<file path="src/rtl/lbs_pkg.sv">
package lbs_pkg;

    // rotation arithmetic shared by both crossbars
    function automatic int rot_fwd(int a, int b, int n);
        return (a + b) % n;
    endfunction

    function automatic int rot_back(int a, int b, int n);
        return (a - b + n) % n;
    endfunction

endpackage

</file>
<file path="src/rtl/lbs_slot_counter.sv">
module lbs_slot_counter #(
    parameter int NPORT = 4,
    parameter int IDX_W = 2
) (
    input  logic             clk,
    input  logic             rst_n,
    output logic [IDX_W-1:0] slot
);

    logic [IDX_W-1:0] slot_q;

    always_ff @(posedge clk or negedge rst_n) begin
        if (!rst_n) begin
            slot_q <= '0;
        end else if (slot_q == IDX_W'(NPORT - 1)) begin
            slot_q <= '0;
        end else begin
            slot_q <= slot_q + 1'b1;
        end
    end

    assign slot = slot_q;

    AST_SLOT_WRAP: assert property (@(posedge clk) disable iff (!rst_n)
        (slot_q == IDX_W'(NPORT - 1)) |=> (slot_q == '0));

    AST_SLOT_STEP: assert property (@(posedge clk) disable iff (!rst_n)
        (slot_q != IDX_W'(NPORT - 1)) |=> (slot_q == IDX_W'($past(slot_q) + 1'b1)));

endmodule

</file>
<file path="src/rtl/lbs_voq_fifo.sv">
module lbs_voq_fifo #(
    parameter int DATA_W = 8,
    parameter int DEPTH  = 4
) (
    input  logic              clk,
    input  logic              rst_n,
    input  logic              push,
    input  logic [DATA_W-1:0] push_data,
    input  logic              pop,
    output logic [DATA_W-1:0] head,
    output logic              empty,
    output logic              full
);

    localparam int PTR_W = (DEPTH > 1) ? $clog2(DEPTH) : 1;
    localparam int CNT_W = $clog2(DEPTH + 1);

    logic [DATA_W-1:0] mem [DEPTH];
    logic [PTR_W-1:0]  wr_q, rd_q;
    logic [CNT_W-1:0]  cnt_q;

    always_ff @(posedge clk) begin
        if (push) begin
            mem[wr_q] <= push_data;
        end
    end

    always_ff @(posedge clk or negedge rst_n) begin
        if (!rst_n) begin
            wr_q  <= '0;
            rd_q  <= '0;
            cnt_q <= '0;
        end else begin
            if (push) begin
                wr_q <= (wr_q == PTR_W'(DEPTH - 1)) ? '0 : wr_q + 1'b1;
            end
            if (pop) begin
                rd_q <= (rd_q == PTR_W'(DEPTH - 1)) ? '0 : rd_q + 1'b1;
            end
            unique case ({push, pop})
                2'b10:   cnt_q <= cnt_q + 1'b1;
                2'b01:   cnt_q <= cnt_q - 1'b1;
                default: cnt_q <= cnt_q;
            endcase
        end
    end

    assign head  = mem[rd_q];
    assign empty = (cnt_q == '0);
    assign full  = (cnt_q == CNT_W'(DEPTH));

    AST_NO_OVERFLOW: assert property (@(posedge clk) disable iff (!rst_n)
        push |-> !full);

    AST_NO_UNDERFLOW: assert property (@(posedge clk) disable iff (!rst_n)
        pop |-> !empty);

endmodule

</file>
<file path="src/rtl/lbs_spread_xbar.sv">
module lbs_spread_xbar
    import lbs_pkg::*;
#(
    parameter int NPORT  = 4,
    parameter int DATA_W = 8,
    parameter int IDX_W  = 2
) (
    input  logic [IDX_W-1:0]        slot,
    input  logic [NPORT-1:0]        in_valid,
    input  logic [NPORT*DATA_W-1:0] in_data,
    input  logic [NPORT*IDX_W-1:0]  in_dest,
    output logic [NPORT-1:0]        mid_valid,
    output logic [NPORT*DATA_W-1:0] mid_data,
    output logic [NPORT*IDX_W-1:0]  mid_dest,
    output logic [NPORT*IDX_W-1:0]  land_idx
);

    for (genvar m = 0; m < NPORT; m++) begin : g_mid
        logic [IDX_W-1:0] src;
        assign src = IDX_W'(rot_back(m, int'(slot), NPORT));
        assign mid_valid[m]                   = in_valid[src];
        assign mid_data[m*DATA_W +: DATA_W]   = in_data[src*DATA_W +: DATA_W];
        assign mid_dest[m*IDX_W +: IDX_W]     = in_dest[src*IDX_W +: IDX_W];
    end

    for (genvar i = 0; i < NPORT; i++) begin : g_land
        assign land_idx[i*IDX_W +: IDX_W] = IDX_W'(rot_fwd(i, int'(slot), NPORT));
    end

endmodule

</file>
<file path="src/rtl/lbs_serve_xbar.sv">
module lbs_serve_xbar
    import lbs_pkg::*;
#(
    parameter int NPORT  = 4,
    parameter int DATA_W = 8,
    parameter int IDX_W  = 2
) (
    input  logic                          clk,
    input  logic                          rst_n,
    input  logic [IDX_W-1:0]              slot,
    input  logic [NPORT*NPORT-1:0]        voq_empty,
    input  logic [NPORT*NPORT*DATA_W-1:0] voq_head,
    input  logic [NPORT-1:0]              out_ready,
    output logic [NPORT-1:0]              out_valid,
    output logic [NPORT*DATA_W-1:0]       out_data,
    output logic [NPORT*NPORT-1:0]        voq_pop
);

    localparam int K_W = $clog2(NPORT * NPORT);

    for (genvar p = 0; p < NPORT; p++) begin : g_out
        logic [IDX_W-1:0] src;
        logic [K_W-1:0]   sel;
        logic [NPORT-1:0] col_pop;

        assign src = IDX_W'(rot_back(p, int'(slot), NPORT));
        assign sel = K_W'(int'(src) * NPORT + p);
        assign out_valid[p]                 = !voq_empty[sel];
        assign out_data[p*DATA_W +: DATA_W] = voq_head[sel*DATA_W +: DATA_W];

        for (genvar m = 0; m < NPORT; m++) begin : g_row
            assign voq_pop[m*NPORT + p] = out_ready[p] && !voq_empty[m*NPORT + p]
                                          && (src == IDX_W'(m));
            assign col_pop[m] = voq_pop[m*NPORT + p];
        end

        AST_ONE_POP_PER_OUTPUT: assert property (@(posedge clk) disable iff (!rst_n)
            $onehot0(col_pop));

        AST_POP_NEEDS_VALID: assert property (@(posedge clk) disable iff (!rst_n)
            (|col_pop) |-> (out_valid[p] && out_ready[p]));
    end

endmodule

</file>
<file path="src/rtl/lbs_voq_stage.sv">
module lbs_voq_stage #(
    parameter int NPORT  = 4,
    parameter int DEPTH  = 4,
    parameter int DATA_W = 8,
    parameter int DROP_W = 16
) (
    input  logic                              clk,
    input  logic                              rst_n,
    input  logic [NPORT-1:0]                  in_valid,
    output logic [NPORT-1:0]                  in_ready,
    input  logic [NPORT*DATA_W-1:0]           in_data,
    input  logic [NPORT*$clog2(NPORT)-1:0]    in_dest,
    output logic [NPORT-1:0]                  out_valid,
    input  logic [NPORT-1:0]                  out_ready,
    output logic [NPORT*DATA_W-1:0]           out_data,
    output logic [NPORT*DROP_W-1:0]           drop_count,
    output logic [$clog2(NPORT)-1:0]          cur_slot
);

    localparam int IDX_W = $clog2(NPORT);
    localparam int NVOQ  = NPORT * NPORT;
    localparam int K_W   = $clog2(NVOQ);

    logic [IDX_W-1:0]         slot;
    logic [NPORT-1:0]         mid_valid;
    logic [NPORT*DATA_W-1:0]  mid_data;
    logic [NPORT*IDX_W-1:0]   mid_dest;
    logic [NPORT*IDX_W-1:0]   land_idx;
    logic [NVOQ-1:0]          voq_push, voq_pop, voq_empty, voq_full;
    logic [NVOQ*DATA_W-1:0]   voq_head;
    logic [NPORT-1:0]         drop_hit;
    logic [DROP_W-1:0]        drop_q [NPORT];

    lbs_slot_counter #(.NPORT(NPORT), .IDX_W(IDX_W)) u_slot (
        .clk   (clk),
        .rst_n (rst_n),
        .slot  (slot)
    );

    lbs_spread_xbar #(.NPORT(NPORT), .DATA_W(DATA_W), .IDX_W(IDX_W)) u_spread (
        .slot      (slot),
        .in_valid  (in_valid),
        .in_data   (in_data),
        .in_dest   (in_dest),
        .mid_valid (mid_valid),
        .mid_data  (mid_data),
        .mid_dest  (mid_dest),
        .land_idx  (land_idx)
    );

    // VOQ k = m*NPORT + q : intermediate input m, final output q
    for (genvar m = 0; m < NPORT; m++) begin : g_mid
        for (genvar q = 0; q < NPORT; q++) begin : g_voq
            localparam int K = m * NPORT + q;

            assign voq_push[K] = mid_valid[m]
                                 && (mid_dest[m*IDX_W +: IDX_W] == IDX_W'(q))
                                 && !voq_full[K];

            lbs_voq_fifo #(.DATA_W(DATA_W), .DEPTH(DEPTH)) u_fifo (
                .clk       (clk),
                .rst_n     (rst_n),
                .push      (voq_push[K]),
                .push_data (mid_data[m*DATA_W +: DATA_W]),
                .pop       (voq_pop[K]),
                .head      (voq_head[K*DATA_W +: DATA_W]),
                .empty     (voq_empty[K]),
                .full      (voq_full[K])
            );
        end

        AST_ONE_WRITE_PER_MID: assert property (@(posedge clk) disable iff (!rst_n)
            $onehot0(voq_push[m*NPORT +: NPORT]));
    end

    lbs_serve_xbar #(.NPORT(NPORT), .DATA_W(DATA_W), .IDX_W(IDX_W)) u_serve (
        .clk       (clk),
        .rst_n     (rst_n),
        .slot      (slot),
        .voq_empty (voq_empty),
        .voq_head  (voq_head),
        .out_ready (out_ready),
        .out_valid (out_valid),
        .out_data  (out_data),
        .voq_pop   (voq_pop)
    );

    for (genvar i = 0; i < NPORT; i++) begin : g_drop
        logic [K_W-1:0] tgt;
        assign tgt = K_W'(int'(land_idx[i*IDX_W +: IDX_W]) * NPORT
                          + int'(in_dest[i*IDX_W +: IDX_W]));
        assign drop_hit[i] = in_valid[i] && voq_full[tgt];

        always_ff @(posedge clk or negedge rst_n) begin
            if (!rst_n) begin
                drop_q[i] <= '0;
            end else if (drop_hit[i] && (drop_q[i] != '1)) begin
                drop_q[i] <= drop_q[i] + 1'b1;
            end
        end

        assign drop_count[i*DROP_W +: DROP_W] = drop_q[i];

        AST_DROP_MONOTONE: assert property (@(posedge clk) disable iff (!rst_n)
            !drop_hit[i] |=> (drop_q[i] == $past(drop_q[i])));
    end

    assign in_ready = '1;
    assign cur_slot = slot;

endmodule

</file>
<file path="config.mk">
export PLATFORM = sky130hd
export DESIGN_NAME = lbs_voq_stage
export DESIGN_NICKNAME = d
export VERILOG_FILES = /design/src/rtl/lbs_pkg.sv /design/src/rtl/lbs_slot_counter.sv /design/src/rtl/lbs_voq_fifo.sv /design/src/rtl/lbs_spread_xbar.sv /design/src/rtl/lbs_serve_xbar.sv /design/src/rtl/lbs_voq_stage.sv
export SDC_FILE = /design/constraint.sdc
export NUM_CORES = 1
export LEC_CHECK = 0
export BUFFER_PORTS_ARGS = -buffer_cell sky130_fd_sc_hd__buf_2
export CORE_MARGIN = 5
export CORE_UTILIZATION = 25
export DETAILED_ROUTE_END_ITERATION = 16
export HOLD_SLACK_MARGIN = 0.05
export PLACE_DENSITY = 0.37
export SLEW_MARGIN = 20
export SYNTH_ARGS = -nofsm -noshare
export SYNTH_HDL_FRONTEND = slang
export SYNTH_SLANG_ARGS = --single-unit
</file>
<file path="constraint.sdc">
create_clock -name clk -period 5.43 [get_ports clk]
set_clock_uncertainty 0.2 [all_clocks]
set_input_delay 1.086 -clock clk [delete_from_list [all_inputs] [get_ports clk]]
set_output_delay 1.086 -clock clk [all_outputs]
set_load 0.02 [all_outputs]
</file>
; After elaboration in Yosys (flattened, before gate mapping)
; Memory sizes are Yosys's and may differ from the RTL's.
; Cells that the tools add are included.
[word_totals]
mem_bits_rw = 512
reg_bits = 178
word_cells = 542
memories = 16
inputBits = 50
[mem_list]
columns = memory, depth, width, rd, rd_clocked_by_memory_dff, wr, line
row1 = g_mid[0].g_voq[0].u_fifo.mem, 4, 8, 1, 0, 1, lbs_voq_fifo.sv:18  ; logic [DATA_W-1:0] mem [DEPTH];
row2 = g_mid[0].g_voq[1].u_fifo.mem, 4, 8, 1, 0, 1, lbs_voq_fifo.sv:18
row3 = g_mid[0].g_voq[2].u_fifo.mem, 4, 8, 1, 0, 1, lbs_voq_fifo.sv:18
row4 = g_mid[0].g_voq[3].u_fifo.mem, 4, 8, 1, 0, 1, lbs_voq_fifo.sv:18
row5 = g_mid[1].g_voq[0].u_fifo.mem, 4, 8, 1, 0, 1, lbs_voq_fifo.sv:18
row6 = g_mid[1].g_voq[1].u_fifo.mem, 4, 8, 1, 0, 1, lbs_voq_fifo.sv:18
row7 = +10 memories, --, --, --, --, --, --
[op_classes]
shift = 12
n_mux = 105
order_cmp = 12
n_reduce_logical = 148
n_addsub = 87
eq_ne = 109
[ops]
columns = operator, n
row1 = $shiftx A128 B8 Y8, 4
row2 = $eq A2 B2 Y1 const B, 65
row3 = $shiftx A32 B6 Y8, 4
row4 = $pmux W3 S2, 16
row5 = $add A2 B1 Y2 const B, 37
row6 = $logic_and A1 B1 Y1, 72
row7 = $mux W2, 33
row8 = $add A16 B1 Y16 const B, 4
row9 = $ne A16 B16 Y1 const B, 4
row10 = $add A3 B1 Y3 const B, 16
row11 = $eq A2 B1 Y1 const B, 24
row12 = $eq A3 B3 Y1 const B, 16
row13 = $logic_not A3 Y1, 16
row14 = $sub A3 B1 Y3 const B, 16
row15 = $mux W1, 44
row16 = $lt A4 B5 Y1 const B, 8
row17 = $logic_not A1 Y1, 36
row18 = $reduce_bool A2 Y1, 16
row19 = $shiftx A8 B4 Y2, 4
row20 = $bmux W1 S4, 7
row21 = $add A4 B2 Y4, 4
row22 = $logic_not A2 Y1, 8
row23 = $lt A2 B3 Y1 const B, 4
row24 = $bmux W1 S2, 5
row25 = other kinds (6), 10

; Longest topological paths before layout
; Gate-level depths: netlist of the first run.
[depth]
ltp_word = 8
mapped_depth = 17

; Modules after synthesis
; Synthesis of the first run repeated with hierarchy kept, for this count alone.
[hier_totals]
hier_cells = 1811
area_unflattened_um2 = 31390.1
[by_module_without_submodules]
columns = mod, area_per_inst_um2, cells_per_inst, n_inst, seq_area_each_um2
row1 = lbs_voq_fifo, 1572.8, 80, 16, 1136.1
row2 = lbs_voq_stage, 3842.4, 383, 1, 1601.5
row3 = lbs_serve_xbar, 1181.1, 82, 1, 0.0
row4 = lbs_spread_xbar, 1136.1, 62, 1, 0.0
row5 = lbs_slot_counter, 66.3, 4, 1, 50.0

; Worst setup path after synthesis of the first run
; Ideal clock, no wire load.
[synth_path]
kind = reg2out
startpoint = register u_slot.slot_q[1] (netlist: u_slot.slot[1])
endpoint = output port out_data[0]
required_ns = 4.144
arrival_time_ns = 2.931
slack_ns = 1.213
stages_incl_launch_ff = 10
path_buffers = 6
path_cell_list = dfrtp_1 > buf_2 > buf_2 > inv_2 > buf_2 > ha_1 > buf_2 > buf_2 > clkbuf_1 > mux4_2
[synth_between]
elab_chain_len = 3
[synth_lines]
columns = element, line
row1 = from (decl), lbs_slot_counter.sv:10  ; logic [IDX_W-1:0] slot_q;
row2 = from (signal assigned), lbs_slot_counter.sv:18  ; slot_q <= slot_q + 1'b1;
row3 = $sub A1 B2 Y2, lbs_pkg.sv:9  ; return (a - b + n) % n;
row4 = $add A2 B1 Y2, lbs_pkg.sv:9
row5 = $shiftx A128 B8 Y8, lbs_serve_xbar.sv:29  ; assign out_data[p*DATA_W +: DATA_W] = voq_head[sel*DATA_W +: DATA_W];
row6 = to (decl), lbs_voq_stage.sv:15  ; output logic [NPORT*DATA_W-1:0] out_data,
; Every way passes these cells.

; Worst setup path in the final report of the first run
[layout_path]
startpoint = register u_slot.slot_q[0] (netlist: u_slot.slot[0])
endpoint = output port out_valid[2]
[layout_between]
elab_chain_len = 6
[layout_lines]
columns = element, line
row1 = $sub A2 B2 Y2, lbs_pkg.sv:9
row2 = $add A2 B1 Y2, lbs_pkg.sv:9
row3 = $add A4 B2 Y4, lbs_serve_xbar.sv:27  ; assign sel = K_W'(int'(src) * NPORT + p);
row4 = $bmux W1 S4, lbs_serve_xbar.sv:28  ; assign out_valid[p] = !voq_empty[sel];
row5 = $mux W1 (implied by the code), lbs_serve_xbar.sv:28
row6 = $logic_not A1 Y1, lbs_serve_xbar.sv:28
row7 = to (decl), lbs_voq_stage.sv:13  ; output logic [NPORT-1:0] out_valid,
; Every way passes these cells. The select of a mux whose other input is x is not followed.

==> summary.txt, run 1 <==
outcome -> finished, final reports clean
CTS tree -> built
final worst slack -> 0.5923 ns
RePlAce Congestion -> 0.7632
H-tree depth -> 3
VDD IR max -> 0.2190 mV
met1 wire length -> 39,720 um
largest net degree at the start of global routing -> 56
die width -> 363.4 um
cts repair resizes -> 0
slew margin rel. -> 34.59%
Die Ht -> 363.4 um
final core occ -> 29.40%
Crit. End Element -> output pin
TritonCTS buffer count -> 83
top-area cell type share of the netlist area -> 49.24%
reg2reg setup slack -> 1.54 ns
CP Class -> reg -> out
first-pass GRT wire length -> 128,500 um
Final Hold Fails -> 0
R2R cell count -> 11
RSZ-0062 raised after global routing -> false
CTS max path bufs -> 3
CP delay by family, top -> buffers and inverters
final setup fails -> 0
Die Area -> 132,100 sq um
row count -> 129
crit-path max cell delay -> 0.77 ns
Post-CTS Setup Inserts -> 0
area leader, netlist -> edfxtp_1
Top Metal Used -> met5
main flop type after synthesis -> edfxtp_1
P_leak -> 0.01321 uW
PwrDens -> 469.1 nW/um^2
post-synth cell types -> 73
maxcap violations -> 0
synthesized area -> 31,230 sq um
antenna violations before repair -> 20
synth-to-layout area growth -> 16.71%
routed wl met3 -> 4451 um
CTS root buf -> clkbuf_16
sequential area share after synthesis -> 63.50%
Reg-to-Reg Start -> u_slot.slot[0]$_DFF_PN0_
final worst-path cycle share -> 89.09%
vias per cell -> 4.558
achievable frequency -> 206.7 MHz
Reg-to-Reg End -> g_mid[2].g_voq[2].u_fifo.cnt_q[2]$_DFFE_PN0P_
crit-path cells -> inv_2, ha_2, buf_4, mux4_2, buf_2
clock latency on the worst-skew pair -> 0.63 ns
core area -> 124,000 sq um
Startpoint Class -> register
worst slack at placement -> 1.247 ns
worst hold path type -> in -> async
Final min period -> 4.838 ns
total grt overflow -> 0
Vias -> 16,940
vias in the first global route -> 17,560
# fillers -> 12,320
first-pass detailed-route iteration total -> 5
worst endpoint required time -> 4.14 ns
DP Wirelength -> 64,260 um
Worst Path Max Fanout -> 45
Reg clk slew, reported paths -> 0.06 ns
post-route ant nets -> 0
hold slack -> 0.2304 ns
hold buffers post-CTS -> 0
crit path DAT -> 3.55 ns
Ports -> 156
drt wl/cell -> 23.95 um
met2 wire len -> 43,200 um
setup TNS -> 0 ns
synth warn -> 0
synthesized instance count -> 1,833
Synth async-reset ratio -> 25.80%
syn avg cell area -> 17.04 sq um
clock sink total -> 690
ranking of synthesized cells by area -> edfxtp_1 (49%), mux4_2 (15%), dfrtp_1 (14%)
Synth Register Bits -> 690
Final #Nets -> 2,184
Max Transition Viols Final -> 0
Post-synth EDFFs -> 512
crit path max-delay cell type -> dfrtp_4
Initial DRC Count -> 1,257
worst path buffer plus inverter count -> 3
Slew @ Worst Pin -> 0.9676 ns
layout cells sized above 1 -> 26.51%
DRC errors left -> 0
total length of routed wires -> 89,010 um
Initial Util -> 25.19%
number of port buffers -> 151
gr usage total -> 13.41%
[metrics by stage]
stage	instances	area (sq um)	power, uW
after global placement	3563	33820	11840
after CTS	3711	36410	17450
after detailed placement	3563	33820	11950
final	3716	36440	17090
after floorplan	1836	31240	10130
after global routing	3713	36440	18070
[final cells by class]
class | instances | area, sq um | share of cell area [%]
antenna | 4 | 10.01 | 0.02747
clock buffer | 115 | 2290 | 6.283
clock inverter | 33 | 295.3 | 0.8102
inverter | 127 | 476.7 | 1.308
multi-input combinational | 949 | 10620 | 29.13
sequential | 690 | 19830 | 54.42
tap | 1637 | 2048 | 5.620
timing repair buffer | 161 | 872.1 | 2.393
[per-layer routing]
metal | vias to the layer above | GRT usage, %
met5 | - | 0
met4 | 8 | 3.343
met3 | 100 | 2.255
met2 | 425 | 22.14
met1 | 8975 | 18.49
li1 | 7428 | -
[power breakdown]
group	total [uW]	switching [uW]	internal, uW
Sequential	7480	1100	6380
Combinational	4260	2260	2000
Clock	5360	2190	3170
[worst max-delay path by stage]
stage,startpoint,end,depth (start not counted)
5_1_grt,u_slot.slot[0]$_DFF_PN0_,out_valid[2],5
2_1_floorplan,u_slot.slot[1]$_DFF_PN0_,out_data[0],9
6_report,u_slot.slot[0]$_DFF_PN0_,out_valid[2],5
3_3_place_gp,u_slot.slot[0]$_DFF_PN0_,out_valid[2],5
3_5_place_dp,u_slot.slot[0]$_DFF_PN0_,out_valid[2],5
4_1_cts,u_slot.slot[0]$_DFF_PN0_,out_valid[2],5
[registers in the layout (all words and copies together) (netlist names)]
| name | cells |
|---|---|
| drop_count | 64 |
| g_mid.g_voq.u_fifo.cnt_q | 48 |
| g_mid.g_voq.u_fifo.mem | 512 |
| g_mid.g_voq.u_fifo.rd_q | 32 |
| g_mid.g_voq.u_fifo.wr_q | 32 |
| u_slot.slot | 2 |
[logic make-up after synthesis]
kind of cell / Yosys count / synth area share [%]
xor+xnor: 101 / 2.857
fa+ha+maj: 122 / 5.273
mux: 241 / 16.19
simple gates: 376 / 7.284
buf+inv: 197 / 2.556
flops: 690 / 63.50
compound gates: 105 / 2.324
other cells: 1 / 0.01201
[cell usage in the layout, fill, tap and decap left out, types with 22 or more instances in the layout]
cell and count:
clkbuf_16 85, clkbuf_1 25, ha_1 105, nand3_1 40, and2_1 68, o21ai_0 40
or3_1 33, mux4_2 209, inv_1 122, edfxtp_1 512, nand4_1 22, xor2_1 43
nand2_1 69, buf_2 150, nor2_1 40, xnor2_1 57, dfrtp_1 176, nor3_1 28
[cell usage after synthesis (all sizes together), types with 33 or more instances]
| master | number |
|---|---|
| mux4 | 209 |
| nor3 | 34 |
| dfrtp | 178 |
| xor2 | 43 |
| ha | 106 |
| nand3 | 40 |
| xnor2 | 58 |
| buf | 52 |
| o21ai | 45 |
| nand2 | 69 |
| and2 | 68 |
| inv | 127 |
| or3 | 33 |
| edfxtp | 512 |
| nor2 | 41 |
Note: power is estimated with default switching activity, not from simulation.
==> run 2, diff against run 1 <==
--- a/config.mk
+++ b/config.mk
@@ -11,6 +11,7 @@
 export DETAILED_ROUTE_END_ITERATION = 16
 export HOLD_SLACK_MARGIN = 0.05
 export PLACE_DENSITY = 0.37
+export SETUP_SLACK_MARGIN = 0.3
 export SLEW_MARGIN = 20
 export SYNTH_ARGS = -nofsm -noshare
 export SYNTH_HDL_FRONTEND = slang
==> constraint.sdc (replaced) <==
create_clock -name clk -period 5.4 [get_ports clk]
set_clock_uncertainty 0.2 [all_clocks]
set_input_delay 1.08 -clock clk [delete_from_list [all_inputs] [get_ports clk]]
set_output_delay 1.08 -clock clk [all_outputs]
set_load 0.02 [all_outputs]
==> summary.txt, run 2 (synthesis results as in run 1) <==
outcome -> finished, final reports clean
Initial DRC Count -> 1,179 (-6.2%)
CTS tree -> built
slew margin rel. -> 24.40% (-10 points)
total grt overflow -> 0 (unchanged)
layout cells sized above 1 -> 26.54% (+0.032 points)
CTS max path bufs -> 3 (unchanged)
max reg flops -> 512 (unchanged)
Final #Nets -> 2,183 (-0.046%)
first-pass detailed-route iteration total -> 7 (+2)
DRC errors left -> 0 (unchanged)
register with the most flip-flops -> g_mid.g_voq.u_fifo.mem
clock latency on the worst-skew pair -> 0.64 ns (about the same)
vias per cell -> 4.551 (-0.15%)
Die Ht -> 363.4 um (unchanged)
P_leak -> 0.01326 uW (+0.32%)
first-pass GRT wire length -> 128,500 um (about the same)
DP Wirelength -> 64,400 um (+0.23%)
setup TNS -> 0 ns (unchanged)
routed wl met3 -> 3784 um (-15%)
CTS root buf -> clkbuf_16
achievable frequency -> 218.7 MHz
vias in the first global route -> 17,760 (+1.1%)
RSZ-0062 raised after global routing -> false
total length of routed wires -> 89,070 um (about the same)
Post-CTS Setup Inserts -> 0 (unchanged)
Worst Path Max Fanout -> 35 (-22%)
post-route ant nets -> 0 (unchanged)
number of port buffers -> 151 (unchanged)
met1 wire length -> 40,810 um (+2.7%)
Reg clk slew, reported paths -> 0.06 ns (about the same)
cts repair resizes -> 0 (unchanged)
core area -> 124,000 sq um (unchanged)
most common cell after layout, fill and taps aside -> edfxtp_1
Ports -> 156 (unchanged)
crit path DAT -> 3.29 ns (-0.26 ns)
H-tree depth -> 3 (unchanged)
Vias -> 16,920 (-0.10%)
worst endpoint required time -> 4.12 ns (-0.02 ns)
reg2reg setup slack -> 1.53 ns (about the same)
Max Transition Viols Final -> 0 (unchanged)
PwrDens -> 475.7 nW/um^2 (+1.4%)
final worst slack -> 0.8268 ns (+0.2346 ns)
worst hold path type -> reg -> reg
antenna violations before repair -> 22 (+10%)
Crit. End Element -> output pin
Top Metal Used -> met5
Startpoint Class -> register
Design Power -> 17,390 uW (+1.7%)
Final Hold Fails -> 0 (unchanged)
clock sink total -> 690 (unchanged)
Initial Util -> 25.19% (unchanged)
row count -> 129 (unchanged)
CP Class -> reg -> out
VDD IR max -> 0.2125 mV (-3.0%)
drt wl/cell -> 23.96 um (about the same)
final worst-path cycle share -> 84.69%
worst slack at placement -> 1.385 ns (+0.1375 ns)
Final min period -> 4.573 ns
die width -> 363.4 um (unchanged)
TritonCTS buffer count -> 84 (+1.2%)
final core occ -> 29.50% (+0.099 points)
final setup fails -> 0 (unchanged)
gr usage total -> 13.40% (about the same)
final std cells w/o fill -> 3,718 (+0.054%)
Placed Instances -> 3,562 (-0.028%)
largest net degree at the start of global routing -> 86 (+54%)
Die Area -> 132,100 sq um (unchanged)
commonest non-fill, non-tap cells in the layout -> edfxtp_1 (512), mux4_2 (209), dfrtp_1 (176)
maxcap violations -> 0 (unchanged)
Slew @ Worst Pin -> 1.118 ns (+0.1506 ns)
hold buffers post-CTS -> 0 (unchanged)
synth-to-layout area growth -> 17.10%
RePlAce Congestion -> 0.7625 (about the same)
met2 wire len -> 42,860 um (-0.81%)
## run 2: cell count changes in the layout (fill, tap and decap cells not counted), sizes merged
cell,before,now
buf,160,158
bufinv,5,7
clkbuf,116,119
clkinv,24,22
clkinvlp,2,4
diode,4,1
inv,129,131
## run 2: final cells by class
class / count / area [sq um]
Fill cell: 12360 / 87390
Sequential cell: 690 / 19830
Multi-Input combinational cell: 949 / 10620
Clock buffer: 118 / 2354
Tap cell: 1637 / 2048
Timing Repair Buffer: 159 / 837.1
Inverter: 127 / 476.7
Clock inverter: 37 / 396.6
Antenna cell: 1 / 2.502
## run 2: metrics by stage
stage,hold WS [ns],cell area [sq um]
6_report,0.2767,36570
5_1_grt,0.2950,36560
4_1_cts,0.2809,36560
3_5_place_dp,0.2608,33810
3_3_place_gp,0.2600,33810
2_1_floorplan,0.2453,31240
## run 2: routing by layer
metal | track usage [%] | vias up
li1 | - | 7439
met1 | 18.55 | 8983
met2 | 22.06 | 369
met3 | 2.348 | 118
met4 | 3.212 | 10
met5 | 0 | -
## run 2: where the power goes
| part | leakage, uW | switching [uW] | internal (uW) |
|---|---|---|---|
| clock network | 0.00133 | 2250 | 3380 |
| registers | 0.00684 | 1110 | 6420 |
| logic | 0.00509 | 2230 | 2010 |
| total | 0.0133 | 5590 | 11800 |
## run 2: worst max-delay path, cell delays in order (launching register included)
cell	delay (ns)
dfrtp_4	0.61
inv_2	0.19
ha_2	0.51
buf_4	0.50
mux4_2	0.63
buf_2	0.19
## run 2: final timing paths
check                                                              startpoint                                       endpoint  cells after the start
worst min register to register  g_mid[3].g_voq[2].u_fifo.cnt_q[2]$_DFFE_PN0P_  g_mid[3].g_voq[2].u_fifo.cnt_q[2]$_DFFE_PN0P_                      1
min in group asynchronous                                               rst_n                     drop_count[63]$_DFFE_PN0P_                      1
max in group asynchronous                                               rst_n   g_mid[3].g_voq[3].u_fifo.rd_q[1]$_DFFE_PN0P_                      2
worst max register to register                       u_slot.slot[0]$_DFF_PN0_                     drop_count[57]$_DFFE_PN0P_                      8
worst max-delay path                                 u_slot.slot[0]$_DFF_PN0_                                   out_valid[2]                      5
worst min-delay path            g_mid[3].g_voq[2].u_fifo.cnt_q[2]$_DFFE_PN0P_  g_mid[3].g_voq[2].u_fifo.cnt_q[2]$_DFFE_PN0P_                      1
